===== src/rtl/irqs_pkg.sv =====
package irqs_pkg;
    typedef enum logic [0:0] {
        S_IDLE = 1'b0,
        S_SEND = 1'b1
    } srv_state_t;
endpackage


===== src/rtl/irqs_pin_slice.sv =====
module irqs_pin_slice #(
    parameter int VEC_W       = 8,
    parameter int STORM_LIMIT = 10000
) (
    input  logic             clk,
    input  logic             rst_n,
    input  logic             line_hi,
    input  logic             line_lo,
    input  logic             lvl_mode,
    input  logic             masked,
    input  logic [VEC_W-1:0] vector,
    input  logic             eoi_valid,
    input  logic [VEC_W-1:0] eoi_vector,
    input  logic             eoi_level,
    input  logic             directed_eoi,
    input  logic             served,
    input  logic             acc_done,
    input  logic             acc_ok,
    input  logic             retry_fire,
    output logic             irr,
    output logic             delivered,
    output logic             remote,
    output logic             pend,
    output logic             coalesced,
    output logic             defer
);
    localparam int CNT_W = $clog2(STORM_LIMIT + 1);

    logic [CNT_W-1:0] cnt_q, cnt_n;
    logic irr_n, del_n, rem_n, pend_n, coal_n;

    always_comb begin
        irr_n  = irr;
        del_n  = delivered;
        rem_n  = remote;
        pend_n = pend;
        cnt_n  = cnt_q;
        coal_n = 1'b0;
        defer  = 1'b0;
        if (served) pend_n = 1'b0;
        if (acc_done) begin
            if (!lvl_mode)   del_n = 1'b1;
            else if (acc_ok) rem_n = 1'b1;
        end
        if (eoi_valid && eoi_vector == vector && eoi_level && !directed_eoi) begin
            rem_n = 1'b0;
            if (!masked && irr) begin
                if (cnt_q == CNT_W'(STORM_LIMIT - 1)) begin
                    cnt_n = '0;
                    defer = 1'b1;
                end else begin
                    cnt_n  = cnt_q + 1'b1;
                    pend_n = 1'b1;
                end
            end else begin
                cnt_n = '0;
            end
        end
        if (retry_fire && lvl_mode && irr && !remote) pend_n = 1'b1;
        if (line_lo) irr_n = 1'b0;
        if (line_hi) begin
            irr_n = 1'b1;
            if (!lvl_mode) begin
                del_n = 1'b0;
                if (irr) coal_n = 1'b1;
                else     pend_n = 1'b1;
            end else begin
                if (remote) coal_n = 1'b1;
                else        pend_n = 1'b1;
            end
        end
    end

    always_ff @(posedge clk or negedge rst_n) begin
        if (!rst_n) begin
            irr       <= 1'b0;
            delivered <= 1'b0;
            remote    <= 1'b0;
            pend      <= 1'b0;
            coalesced <= 1'b0;
            cnt_q     <= '0;
        end else begin
            irr       <= irr_n;
            delivered <= del_n;
            remote    <= rem_n;
            pend      <= pend_n;
            coalesced <= coal_n;
            cnt_q     <= cnt_n;
        end
    end

    AST_CNT_BELOW_LIMIT: assert property (@(posedge clk) disable iff (!rst_n)
        cnt_q < CNT_W'(STORM_LIMIT));
    AST_REMOTE_ON_ACCEPT: assert property (@(posedge clk) disable iff (!rst_n)
        $rose(remote) |-> $past(acc_done && acc_ok && lvl_mode));
    AST_EDGE_MERGE: assert property (@(posedge clk) disable iff (!rst_n)
        (line_hi && !lvl_mode && irr) |=> coalesced);
    AST_LEVEL_MERGE: assert property (@(posedge clk) disable iff (!rst_n)
        (line_hi && lvl_mode && remote && !acc_done) |=> coalesced);
endmodule


===== src/rtl/irqs_low_arb.sv =====
module irqs_low_arb #(
    parameter int NPIN = 8,
    localparam int PIN_W = $clog2(NPIN)
) (
    input  logic             clk,
    input  logic             rst_n,
    input  logic [NPIN-1:0]  req,
    output logic [NPIN-1:0]  grant,
    output logic [PIN_W-1:0] idx
);
    always_comb begin
        idx = '0;
        for (int i = NPIN - 1; i >= 0; i--) begin
            if (req[i]) idx = PIN_W'(i);
        end
        grant = req & (~req + 1'b1);
    end

    AST_GRANT_ONEHOT: assert property (@(posedge clk) disable iff (!rst_n)
        (req != '0) |-> ($onehot0(grant) && grant[idx]));
    AST_GRANT_LOWEST: assert property (@(posedge clk) disable iff (!rst_n)
        (req != '0) |-> ((req & ((NPIN'(1) << idx) - 1'b1)) == '0));
endmodule


===== src/rtl/irqs_retry_timer.sv =====
module irqs_retry_timer #(
    parameter int RETRY_CYCLES = 2000000
) (
    input  logic clk,
    input  logic rst_n,
    input  logic arm,
    output logic fire
);
    localparam int TW = $clog2(RETRY_CYCLES + 1);

    logic          armed_q;
    logic [TW-1:0] left_q;

    assign fire = armed_q && left_q == '0;

    always_ff @(posedge clk or negedge rst_n) begin
        if (!rst_n) begin
            armed_q <= 1'b0;
            left_q  <= '0;
        end else if (armed_q) begin
            if (left_q == '0) armed_q <= 1'b0;
            else              left_q  <= left_q - 1'b1;
        end else if (arm) begin
            armed_q <= 1'b1;
            left_q  <= TW'(RETRY_CYCLES - 1);
        end
    end

    AST_FIRE_ONCE: assert property (@(posedge clk) disable iff (!rst_n)
        fire |=> !fire);
endmodule


===== src/rtl/irq_servicer.sv =====
module irq_servicer
    import irqs_pkg::*;
#(
    parameter int NPIN         = 8,
    parameter int VEC_W        = 8,
    parameter int DEST_W       = 8,
    parameter int HIT_W        = 4,
    parameter int STORM_LIMIT  = 10000,
    parameter int RETRY_CYCLES = 2000000,
    localparam int PIN_W = $clog2(NPIN)
) (
    input  logic                    clk,
    input  logic                    rst_n,
    input  logic [NPIN-1:0]         line_hi,
    input  logic [NPIN-1:0]         line_lo,
    input  logic [NPIN-1:0]         trig_level,
    input  logic [NPIN-1:0]         pin_mask,
    input  logic [NPIN-1:0]         pin_dest_mode,
    input  logic [NPIN*VEC_W-1:0]   pin_vector,
    input  logic [NPIN*DEST_W-1:0]  pin_dest,
    input  logic [NPIN*3-1:0]       pin_dlv_mode,
    input  logic                    eoi_valid,
    input  logic [VEC_W-1:0]        eoi_vector,
    input  logic                    eoi_level,
    input  logic                    directed_eoi,
    output logic                    msg_valid,
    output logic [PIN_W-1:0]        msg_pin,
    output logic [VEC_W-1:0]        msg_vector,
    output logic [DEST_W-1:0]       msg_dest,
    output logic                    msg_dest_mode,
    output logic [2:0]              msg_dlv_mode,
    output logic                    msg_level,
    input  logic                    msg_accept,
    input  logic [HIT_W-1:0]        msg_hits,
    output logic [NPIN-1:0]         coalesced,
    output logic [NPIN-1:0]         mask_drop,
    output logic [NPIN-1:0]         saved_irr
);
    srv_state_t state_q, state_n;

    logic [NPIN-1:0]  irr, delivered, remote, pend, defer, grant, served, acc_done;
    logic [PIN_W-1:0] idx;
    logic             pick, retry_fire;

    irqs_low_arb #(.NPIN(NPIN)) u_arb (
        .clk(clk), .rst_n(rst_n), .req(pend), .grant(grant), .idx(idx)
    );

    irqs_retry_timer #(.RETRY_CYCLES(RETRY_CYCLES)) u_timer (
        .clk(clk), .rst_n(rst_n), .arm(|defer), .fire(retry_fire)
    );

    assign pick   = state_q == S_IDLE && pend != '0;
    assign served = pick ? grant : '0;

    for (genvar p = 0; p < NPIN; p++) begin : g_pin
        assign acc_done[p] = state_q == S_SEND && msg_accept && msg_pin == PIN_W'(p);
        irqs_pin_slice #(.VEC_W(VEC_W), .STORM_LIMIT(STORM_LIMIT)) u_slice (
            .clk(clk), .rst_n(rst_n),
            .line_hi(line_hi[p]), .line_lo(line_lo[p]),
            .lvl_mode(trig_level[p]), .masked(pin_mask[p]),
            .vector(pin_vector[p*VEC_W +: VEC_W]),
            .eoi_valid(eoi_valid), .eoi_vector(eoi_vector),
            .eoi_level(eoi_level), .directed_eoi(directed_eoi),
            .served(served[p]), .acc_done(acc_done[p]),
            .acc_ok(msg_hits != '0), .retry_fire(retry_fire),
            .irr(irr[p]), .delivered(delivered[p]), .remote(remote[p]),
            .pend(pend[p]), .coalesced(coalesced[p]), .defer(defer[p])
        );
    end

    assign saved_irr = irr & ~delivered;

    // state register
    always_ff @(posedge clk or negedge rst_n) begin
        if (!rst_n) state_q <= S_IDLE;
        else        state_q <= state_n;
    end

    always_comb begin
        state_n = state_q;
        unique case (state_q)
            S_IDLE: if (pick && !pin_mask[idx]) state_n = S_SEND;
            S_SEND: if (msg_accept)             state_n = S_IDLE;
            default:                            state_n = S_IDLE;
        endcase
    end

    // outputs
    assign msg_valid = state_q == S_SEND;

    always_ff @(posedge clk or negedge rst_n) begin
        if (!rst_n) begin
            msg_pin       <= '0;
            msg_vector    <= '0;
            msg_dest      <= '0;
            msg_dest_mode <= 1'b0;
            msg_dlv_mode  <= '0;
            msg_level     <= 1'b0;
            mask_drop     <= '0;
        end else begin
            mask_drop <= (pick && pin_mask[idx]) ? grant : '0;
            if (pick && !pin_mask[idx]) begin
                msg_pin       <= idx;
                msg_vector    <= pin_vector[idx*VEC_W +: VEC_W];
                msg_dest      <= pin_dest[idx*DEST_W +: DEST_W];
                msg_dest_mode <= pin_dest_mode[idx];
                msg_dlv_mode  <= pin_dlv_mode[idx*3 +: 3];
                msg_level     <= trig_level[idx];
            end
        end
    end

    AST_VALID_HELD: assert property (@(posedge clk) disable iff (!rst_n)
        (msg_valid && !msg_accept) |=> (msg_valid && $stable(msg_vector) && $stable(msg_pin)));
    AST_MASKED_NOT_SENT: assert property (@(posedge clk) disable iff (!rst_n)
        (pick && pin_mask[idx]) |=> !msg_valid);
    AST_DROP_ONEHOT: assert property (@(posedge clk) disable iff (!rst_n)
        $onehot0(mask_drop));
endmodule


===== config.mk =====
export PLATFORM = sky130hd
export DESIGN_NAME = irq_servicer
export DESIGN_NICKNAME = d
export VERILOG_FILES = /design/src/rtl/irqs_pkg.sv /design/src/rtl/irqs_pin_slice.sv /design/src/rtl/irqs_low_arb.sv /design/src/rtl/irqs_retry_timer.sv /design/src/rtl/irq_servicer.sv
export SDC_FILE = /design/constraint.sdc
export NUM_CORES = 1
export LEC_CHECK = 0
export BUFFER_PORTS_ARGS = -buffer_cell sky130_fd_sc_hd__buf_2
export CAP_MARGIN = 30
export CORE_ASPECT_RATIO = 0.9
export CORE_UTILIZATION = 51
export CTS_CLUSTER_SIZE = 28
export DETAILED_ROUTE_END_ITERATION = 10
export HOLD_SLACK_MARGIN = 0.15
export PLACE_DENSITY_LB_ADDON = 0.1
export SYNTH_ARGS = -nofsm -noshare
export SYNTH_HDL_FRONTEND = slang
export SYNTH_HIERARCHICAL = 1
export SYNTH_SLANG_ARGS = --single-unit

===== constraint.sdc =====
create_clock -name clk -period 2.75 [get_ports clk]
set_input_delay 0.4125 -clock clk [delete_from_list [all_inputs] [get_ports clk]]
set_output_delay 0.4125 -clock clk [all_outputs]
set_load 0.02 [all_outputs]

==> results.yml, run 1 <==
status:
  status: "completed"
synthesis:
  synth_commonest_cells: "dfrtp_1 (207), o21ai_1 (106), nor2_1 (103), nand2_1 (77), xor2_1 (64)"
  seq_area_frac_synth: 0.384
  ys_types: 76
  netlist_top_cells_area: "dfrtp_1 (38%), mux4_2 (7.5%), xor2_1 (4.2%)"
  yosysMostFrequentCell: "dfrtp_1"
  async_reset_ff_frac: 1.00
  synth_nets: 1566
  synthFlopType: "dfrtp_1"
  netlist.area_leader.share: 0.384
  yosys.area.top_type: "dfrtp_1"
  ys_ff_latch: 207
  syn_area_mm2: 0.0135
  avgSynthCellArea_um2: 10.0
  synth_edf_count: 0
  synth_warnings: 6
  synthCells: 1346
power:
  ir_drop_mv: 0.601
  swShare: 0.310
  finalPower_w: 0.0119
  p_int_w: 0.00819
  combPwrFrac: 0.388
  clkPwrFrac: 0.304
  power.density_mw_per_mm2: 679
  seqPwrFrac: 0.308
  p_sw_w: 0.00368
  p_leak_nw: 7.68
route:
  route.met3.wl_um: 3750
  vias_per_cell: 6.07
  wl_met2_um: 19200
  drt-met1-wl_um: 18700
  num_vias: 12900
  first_iter_violations: 1137
  antenna_left: 0
  post_drt_wl_per_cell_um: 20.2
  drt_wl_total_um: 42900
  drt_pass1_iterations: 6
  highest-signal-layer: "met5"
  drc_errors: 0
placement:
  placed_cell_area_mm2: 0.0161
  place.gp.congestion: 0.941
  place_ws_ns: -0.180
  port_buffers: 258
  dp_cells: 2045
  dp_hpwl_um: 31700
cells_and_area:
  largestRegisters: "g_pin.u_slice/cnt_q (112), u_timer/left_q (21)"
  design_area_mm2: 0.0175
  drive_gt1_frac: 0.359
  largest_reg_flops: 112
  regMostFlops: "g_pin.u_slice/cnt_q"
  nNetsFinal: 1973
  syn_to_final_growth_pct: 29.5
  final_cells: 2124
worst_hold_path:
  hold_path_class: "in2reg"
  whs_path_depth: 3
sta:
  worst_slack_ns: 0.0404
  period_minus_slack_ns: 2.71
  slew_viol_final: 0
  fmax_ghz: 0.369
  period_share: 0.985
  clock_skew_ns: 0.0138
  grt_setup_unrepaired: "true"
  hold_viol_final: 0
  slew_headroom: 0.482
  worst-slew-pin-transition_ns: 0.777
  setup_viol: 0
  hold_slack_ns: 0.165
critical_path:
  cp_max_fo: 7
  crit_required_ns: 3.18
  worstSetupPathType: "reg2reg"
  worstPathArrival_ns: 3.14
  slowest_delay_ns: 0.53
  worstPathCellList: "ha_1 > nand4b_1 > or4_1 > nor3_1 > nor4_2 > buf_4 > nand2_1 > nor2b_1 > a311oi_1 > a41oi_1"
  cp-start-kind: "register"
  cp-end-kind: "register"
  cp_slowest_cell: "or4_1"
  r2r_cells: 10
clock_network:
  clock_sinks: 207
  cts_buffers: 24
  cts_root_buffer: "clkbuf_16"
  clk_latency_ns: 0.53
  clkSlewWorstSetupHoldPaths_ns: 0.06
  htree_levels: 1
  cts_buffer_depth: 3
  cts_tree: "yes"
global_routing:
  grt_usage: 0.303
  overflow: 0
  grt_start_max_net_pins: 74
  antenna_found_initial: 7
  grt_pass1_vias: 11900
  grt_pass1_wl_um: 65200
floorplanning:
  die_y_um: 156
  core_mm2: 0.0260
  fp.dieW_um: 173
  pin_count: 259
  die_area_mm2: 0.0271
  initial_core_util: 0.519
  placementRows: 56
run:
  maxCapViolations: 0
-- power by group through the flow --
stage,logic (W),clock network [W],registers (W)
CTS,0.00416,0.00368,0.00365
floorplan,0.00264,0,0.00388
global placement,0.00408,0,0.00369
finish,0.00460,0.00360,0.00366
detailed placement,0.00413,0,0.00370
global route,0.00490,0.00380,0.00369
-- through the flow --
| stage | setup TNS, ns | util |
|---|---|---|
| 2_1_floorplan | 0 | - |
| 4_1_cts | 0 | 0.660 |
| 5_1_grt | -0.133 | 0.672 |
| 3_3_place_gp | -0.160 | 0.620 |
| 3_5_place_dp | -0.535 | 0.620 |
| 6_report | 0 | 0.672 |
-- final cells by class --
class | instances | area [µm²]
Clock inverter | 14 | 220
Clock buffer | 30 | 674
Multi-Input combinational cell | 1035 | 7930
Timing Repair Buffer | 430 | 2800
Antenna cell | 5 | 12.5
Tap cell | 348 | 435
Fill cell | 2084 | 8530
Inverter | 55 | 206
Sequential cell | 207 | 5190
-- layout by cell type (no fill, tap or decap), drive strengths merged, types with 42 or more instances in the layout --
master,count
a21oi,47
buf,412
dfrtp,207
inv,55
mux2,45
mux4,45
nand2,77
nand3,45
nand4,42
nor2,103
o21ai,137
o31ai,52
xor2,64
-- logic make-up (layout without fill, tap and decap cells) --
kind of cell / Yosys count / after routing / synth area share
simple gates: 506 / 506 / 0.222
compound gates: 351 / 351 / 0.176
flops: 207 / 207 / 0.384
mux: 104 / 104 / 0.128
buf+inv: 104 / 529 / 0.0378
xor+xnor: 64 / 64 / 0.0416
fa+ha+maj: 10 / 10 / 0.00928
other cells: 0 / 5 / 0
-- repair_timing --
item / in CTS / in global routing
hold buffers: 15 / 0
setup buffers: 0 / 13
resized for setup: 0 / 34
endpoints found under the setup margin: 0 / 31
endpoints found under the hold margin: 88 / 0
-- critical path, delay by kind of cell (launching register included) --
family,cells,cell delay [ns]
fa+ha+maj,1,0.20
simple gates,6,1.65
compound gates,2,0.26
buf+inv,1,0.13
flops,1,0.37
-- routing by layer --
layer,track usage,vias to the layer above
met3,0.0726,93
met4,0.0927,4
met5,0,-
met2,0.448,546
met1,0.440,6306
li1,-,5935
-- worst paths after layout --
kind | from | to | slack (ns)
max | g_pin[2].u_slice/cnt_q[0] | u_timer/left_q[18] | 0.04
min | line_lo[4] | g_pin[4].u_slice/irr | 0.16
max reg2reg | g_pin[2].u_slice/cnt_q[0] | u_timer/left_q[18] | 0.04
min reg2reg | g_pin[6].u_slice/cnt_q[10] | g_pin[6].u_slice/cnt_q[10] | 0.48
max in group asynchronous | rst_n | g_pin[5].u_slice/cnt_q[12] | 1.49
min in group asynchronous | rst_n | u_timer/left_q[10] | 0.45
Power figures use the tool's default switching activity.
==> run 2: changes to the inputs <==
--- a/config.mk
+++ b/config.mk
@@ -5,10 +5,10 @@
 export SDC_FILE = /design/constraint.sdc
 export NUM_CORES = 1
 export LEC_CHECK = 0
-export BUFFER_PORTS_ARGS = -buffer_cell sky130_fd_sc_hd__buf_2
+export BUFFER_PORTS_ARGS = -buffer_cell sky130_fd_sc_hd__buf_4
 export CAP_MARGIN = 30
 export CORE_ASPECT_RATIO = 0.9
-export CORE_UTILIZATION = 51
+export CORE_UTILIZATION = 55
 export CTS_CLUSTER_SIZE = 28
 export DETAILED_ROUTE_END_ITERATION = 10
 export HOLD_SLACK_MARGIN = 0.15
==> constraint.sdc (replaced) <==
create_clock -name clk -period 2.5 [get_ports clk]
set_input_delay 0.375 -clock clk [delete_from_list [all_inputs] [get_ports clk]]
set_output_delay 0.375 -clock clk [all_outputs]
set_load 0.02 [all_outputs]
==> run 2 against run 1 <==
  * The run now ends with setup timing left
  * Register-to-register slack lost 0.22 ns
  * Clock skew rose by 0.0036 ns
  * Non-clock buffer count is 92 higher
  * Sequential share of layout area decreased by 2.0 points
  * Combinational power rose by 22%
  * Die area down 7.2%
  * Worst setup slack got worse by 0.22 ns
  * Critical path depth shrank 2
  * Core utilization is 12 points higher
  * Final area rose by 7.3%
  * Count of clock-buffer cells in the layout grew 3
  * Highest routed layer is now met4
==> results.yml, run 2 (synthesis results as in run 1) <==
worst_hold_path:
  hold_path_class: "in2reg"
placement:
  port_buffers: 258
  place.gp.congestion: 0.981
  placed_cell_area_mm2: 0.0174
  dp_hpwl_um: 33800
  place_ws_ns: -0.428
power:
  ir_drop_mv: 0.544
  p_leak_nw: 8.37
  finalPower_w: 0.0133
  combPwrFrac: 0.424
  swShare: 0.318
  p_int_w: 0.00904
  p_sw_w: 0.00422
  clkPwrFrac: 0.273
  power.density_mw_per_mm2: 707
  seqPwrFrac: 0.304
floorplanning:
  core_mm2: 0.0237
  pin_count: 259
  initial_core_util: 0.570
  placementRows: 53
  die_area_mm2: 0.0251
  fp.dieW_um: 167
  die_y_um: 151
critical_path:
  cp-end-kind: "register"
  crit_required_ns: 2.90
  crit_top_cell: "mux2_4"
  worstPathArrival_ns: 3.08
  worstSetupPathType: "reg2reg"
  cp_max_fo: 8
  slowest_delay_ns: 0.56
  cp-start-kind: "register"
  cp_slowest_cell: "mux4_2"
  worstPathCellList: "nor2b_4 > nor2_2 > o41ai_2 > bufbuf_16 > buf_12 > mux4_2 > mux2_4 > mux2_4"
cells_and_area:
  regMostFlops: "g_pin.u_slice/cnt_q"
  final_cell_mix: "buf_4 (490), dfrtp_1 (203), o21ai_1 (106)"
  syn_to_final_growth_pct: 39.0
  drive_gt1_frac: 0.396
  layout_commonest_cell: "buf_4"
  design_area_mm2: 0.0187
  n_antenna_cell: 0
  largestRegisters: "g_pin.u_slice/cnt_q (112), u_timer/left_q (21)"
  nNetsFinal: 2065
  largest_reg_flops: 112
global_routing:
  grt_pass1_wl_um: 70100
  antenna_found_initial: 0
  grt_start_max_net_pins: 66
  overflow: 0
  grt_pass1_vias: 13200
  grt_usage: 0.353
sta:
  period_minus_slack_ns: 2.68
  hold_viol_final: 0
  setup_tns_ns: -2.87
  hold_slack_ns: 0.169
  worst-slew-pin-transition_ns: 0.820
  period_share: 1.07
  worst_slack_ns: -0.177
  slew_headroom: 0.454
  slew_viol_final: 0
  setup_viol: 23
  clock_skew_ns: 0.0174
  grt_setup_unrepaired: "true"
  fmax_ghz: 0.374
clock_network:
  clkSlewWorstSetupHoldPaths_ns: 0.06
  clock_sinks: 207
  cts_buffers: 24
  cts_buffer_depth: 3
  htree_levels: 1
  cts_tree: "yes"
  clk_latency_ns: 0.53
  cts_root_buffer: "clkbuf_16"
route:
  drt_wl_total_um: 45800
  first_iter_violations: 1238
  num_vias: 13500
  vias_per_cell: 6.25
  drc_errors: 0
  antenna_left: 0
  drt_pass1_iterations: 5
  post_drt_wl_per_cell_um: 21.2
status:
  violations: "setup timing"
  status: "complete, but fails checks"
run:
  maxCapViolations: 0
-- run 2: changes by cell type in the layout (fill, tap and decap cells not counted), sizes merged --
cell,delta
dlygate4sd3,+4
bufinv,-4
diode,-5
clkbuf,+3
buf,+88
-- run 2: worst paths after layout --
kind / from / end / slack, ns / cells past startpoint
worst max register to register: g_pin[7].u_slice/pend / msg_vector[1] / -0.18 / 8
max in group asynchronous: rst_n / g_pin[6].u_slice/cnt_q[0] / 1.33 / 3
min in group asynchronous: rst_n / u_timer/left_q[4] / 0.41 / 2
worst min-delay path: trig_level[2] / g_pin[2].u_slice/delivered / 0.17 / 3
worst max-delay path: g_pin[7].u_slice/pend / msg_vector[1] / -0.18 / 8
worst min register to register: g_pin[5].u_slice/cnt_q[10] / g_pin[5].u_slice/cnt_q[10] / 0.49 / 1
-- run 2: stage by stage --
stage,util,cells
final,0.792,2164
after global placement,0.734,2089
after floorplan,-,1346
after global routing,0.792,2164
after CTS,0.783,2156
after detailed placement,0.734,2089
-- run 2: what timing repair did --
item,CTS,global route
cloned,1,1
pin swaps,10,14
endpoints found under the hold margin,87,0
hold buffers,19,0
setup endpoints to repair,44,38
resized for setup,23,27
setup buffers,5,7
-- run 2: power groups by stage --
stage	registers, W	logic [W]	clock network [W]
global route	0.00405	0.00586	0.00379
CTS	0.00401	0.00543	0.00364
global placement	0.00404	0.00508	0
detailed placement	0.00405	0.00518	0
floorplan	0.00428	0.00294	0
finish	0.00402	0.00562	0.00361
-- run 2: area by class of cell --
| cell class | count | area [µm²] |
|---|---|---|
| Clock buffer | 33 | 706 |
| Inverter | 55 | 206 |
| Clock inverter | 10 | 100 |
| Fill cell | 1553 | 4930 |
| Sequential cell | 207 | 5180 |
| Timing Repair Buffer | 522 | 4140 |
| Multi-Input combinational cell | 1035 | 8030 |
| Tap cell | 302 | 378 |
-- run 2: critical path: cells and delay by family, from the launching register on --
| family | cells | cell delay, ns |
|---|---|---|
| buffers and inverters | 2 | 0.51 |
| muxes | 3 | 1.13 |
| AOI/OAI and AO/OA | 1 | 0.28 |
| DFF | 1 | 0.41 |
| and+or+nand+nor | 2 | 0.23 |
-- run 2: routing by layer --
layer | share of wire | wire length, µm | GRT usage | vias up
met3 | 0.082 | 3770 | 0.0626 | 124
met1 | 0.40 | 18300 | 0.477 | 6674
met4 | 0.034 | 1560 | 0.123 | 0
met2 | 0.48 | 22100 | 0.575 | 633
met5 | 0 | 0 | 0 | -
li1 | - | - | - | 6104
==> run 3: changes to the inputs <==
--- a/config.mk
+++ b/config.mk
@@ -12,7 +12,7 @@
 export CTS_CLUSTER_SIZE = 28
 export DETAILED_ROUTE_END_ITERATION = 10
 export HOLD_SLACK_MARGIN = 0.15
-export PLACE_DENSITY_LB_ADDON = 0.1
+export PLACE_DENSITY = 0.79
 export SYNTH_ARGS = -nofsm -noshare
 export SYNTH_HDL_FRONTEND = slang
 export SYNTH_HIERARCHICAL = 1
==> run 3 against run 2 <==
  * Critical path type unchanged
  * Critical path depth unchanged
  * Clock skew down 0.0057 ns
  * Combinational power down 4.8%
  * Sequential share of layout area up 0.27 points
  * Global-route usage up 1.1 points
  * The flow still finishes with violations (setup timing)
  * Core utilization down 0.81 points
  * Die area unchanged
  * Via count up 1.2%
  * Non-clock buffer count down 18
==> results.yml, run 3 (synthesis results as in run 1) <==
status:
  status: "complete, but fails checks"
  violations: "setup timing"
sta:
  fmax_ghz: 0.362
  setup_viol: 25
  setup_tns_ns: -6.03
  period_share: 1.11
  slew_headroom: 0.494
  hold_viol_final: 0
  worst_slack_ns: -0.265
  worst-slew-pin-transition_ns: 0.753
  clock_skew_ns: 0.0118
  grt_setup_unrepaired: "true"
  period_minus_slack_ns: 2.77
  slew_viol_final: 0
placement:
  place_ws_ns: -0.608
  port_buffers: 258
  dp_hpwl_um: 34100
  dp_cells: 2070
  place.gp.congestion: 0.976
cells_and_area:
  layout_commonest_cell: "buf_4"
  drive_gt1_frac: 0.388
  largestRegisters: "g_pin.u_slice/cnt_q (112), u_timer/left_q (21)"
  fin_util: 0.784
  final_cells: 2144
  nNetsFinal: 2046
  n_antenna_cell: 0
  final_cell_mix: "buf_4 (475), dfrtp_1 (206), o21ai_1 (105)"
  largest_reg_flops: 112
  fillers: 1503
  regMostFlops: "g_pin.u_slice/cnt_q"
  syn_to_final_growth_pct: 37.6
critical_path:
  crit_required_ns: 2.91
  worstSetupStartpoint: "g_pin[4].u_slice/pend"
  cp-end-kind: "register"
  rr_startpoint: "g_pin[4].u_slice/pend"
  cp_max_fo: 8
  worstSetupPathType: "reg2reg"
  cp-start-kind: "register"
  worstPathArrival_ns: 3.18
clock_network:
  clock_sinks: 207
  cts_buffer_depth: 3
  clkSlewWorstSetupHoldPaths_ns: 0.07
  cts_tree: "yes"
  clk_latency_ns: 0.53
  cts_root_buffer: "clkbuf_16"
  htree_levels: 1
  cts_buffers: 23
route:
  antenna_left: 0
  drt_wl_total_um: 47100
  vias_per_cell: 6.39
  first_iter_violations: 1380
  drt_pass1_iterations: 5
  post_drt_wl_per_cell_um: 22.0
  drc_errors: 0
  num_vias: 13700
global_routing:
  grt_pass1_wl_um: 71500
  grt_usage: 0.364
  overflow: 0
  antenna_found_initial: 1
  grt_pass1_vias: 13400
  grt_start_max_net_pins: 73
power:
  ir_drop_mv: 0.486
  power.density_mw_per_mm2: 698
  p_leak_nw: 8.25
floorplanning:
  core_mm2: 0.0237
  die_area_mm2: 0.0251
  placementRows: 53
  initial_core_util: 0.570
  die_y_um: 151
  fp.dieW_um: 167
  pin_count: 259
run:
  maxCapViolations: 0
worst_hold_path:
  worstHoldStart: "line_lo[3]"
  hold_path_class: "in2reg"
-- run 3: worst max-delay path, stage by stage (launching register included) --
cell and delay, ns:
dfrtp_2 0.47, nor2_4 0.15, o21ai_2 0.09, a211oi_4 0.32, mux4_2 0.56, mux2_4 0.29
nand2b_4 0.23, buf_12 0.23, mux2_4 0.30
-- run 3: worst paths after layout --
| kind | cells past startpoint | slack (ns) | endpoint |
|---|---|---|---|
| setup / recovery | 8 | -0.27 | msg_dest[3] |
| hold / removal | 3 | 0.16 | g_pin[3].u_slice/irr |
| setup reg to reg | 8 | -0.27 | msg_dest[3] |
| hold reg to reg | 1 | 0.48 | g_pin[6].u_slice/cnt_q[10] |
| max in group asynchronous | 3 | 1.31 | msg_dest[1] |
| min in group asynchronous | 2 | 0.44 | u_timer/left_q[4] |
-- run 3: through the flow --
step,hold slack (ns),total power (W),instance area (µm²)
after floorplan,0.0794,0.00722,13500
after global placement,0.436,0.00875,17200
after detailed placement,0.436,0.00891,17200
after CTS,0.153,0.0129,18400
after global routing,0.175,0.0134,18500
final,0.157,0.0130,18500
-- run 3: final cells by class --
| class | count | area (µm²) | share of cell area |
|---|---|---|---|
| multi-input cells | 1035 | 8050 | 0.434 |
| clock buffers | 31 | 646 | 0.0348 |
| clock inverters | 10 | 131 | 0.00708 |
| well taps | 302 | 378 | 0.0204 |
| repair buffers | 504 | 3960 | 0.213 |
| flip-flops and latches | 207 | 5180 | 0.279 |
| inverters | 55 | 206 | 0.0111 |
-- run 3: where the power goes --
part           leakage, nW  internal [W]  switching, W
Combinational         5.20       0.00297       0.00238
Sequential            2.66       0.00370      0.000339
Clock                0.384       0.00212       0.00145
-- run 3: per-layer routing --
layer	wire length, µm	up-vias	global-route usage
met2	22300	782	0.591
li1	-	6079	-
met3	4400	148	0.0726
met4	2170	0	0.163
met5	0	-	0
met1	18200	6685	0.474
-- run 3: what timing repair did --
item                                    CTS  global route
hold endpoints to repair                 91             0
pin swaps                                11            10
gates resized for setup                  33            17
hold buffers                             17             0
cloned                                    2             0
endpoints found under the setup margin   41            37
buffers inserted                         14             3
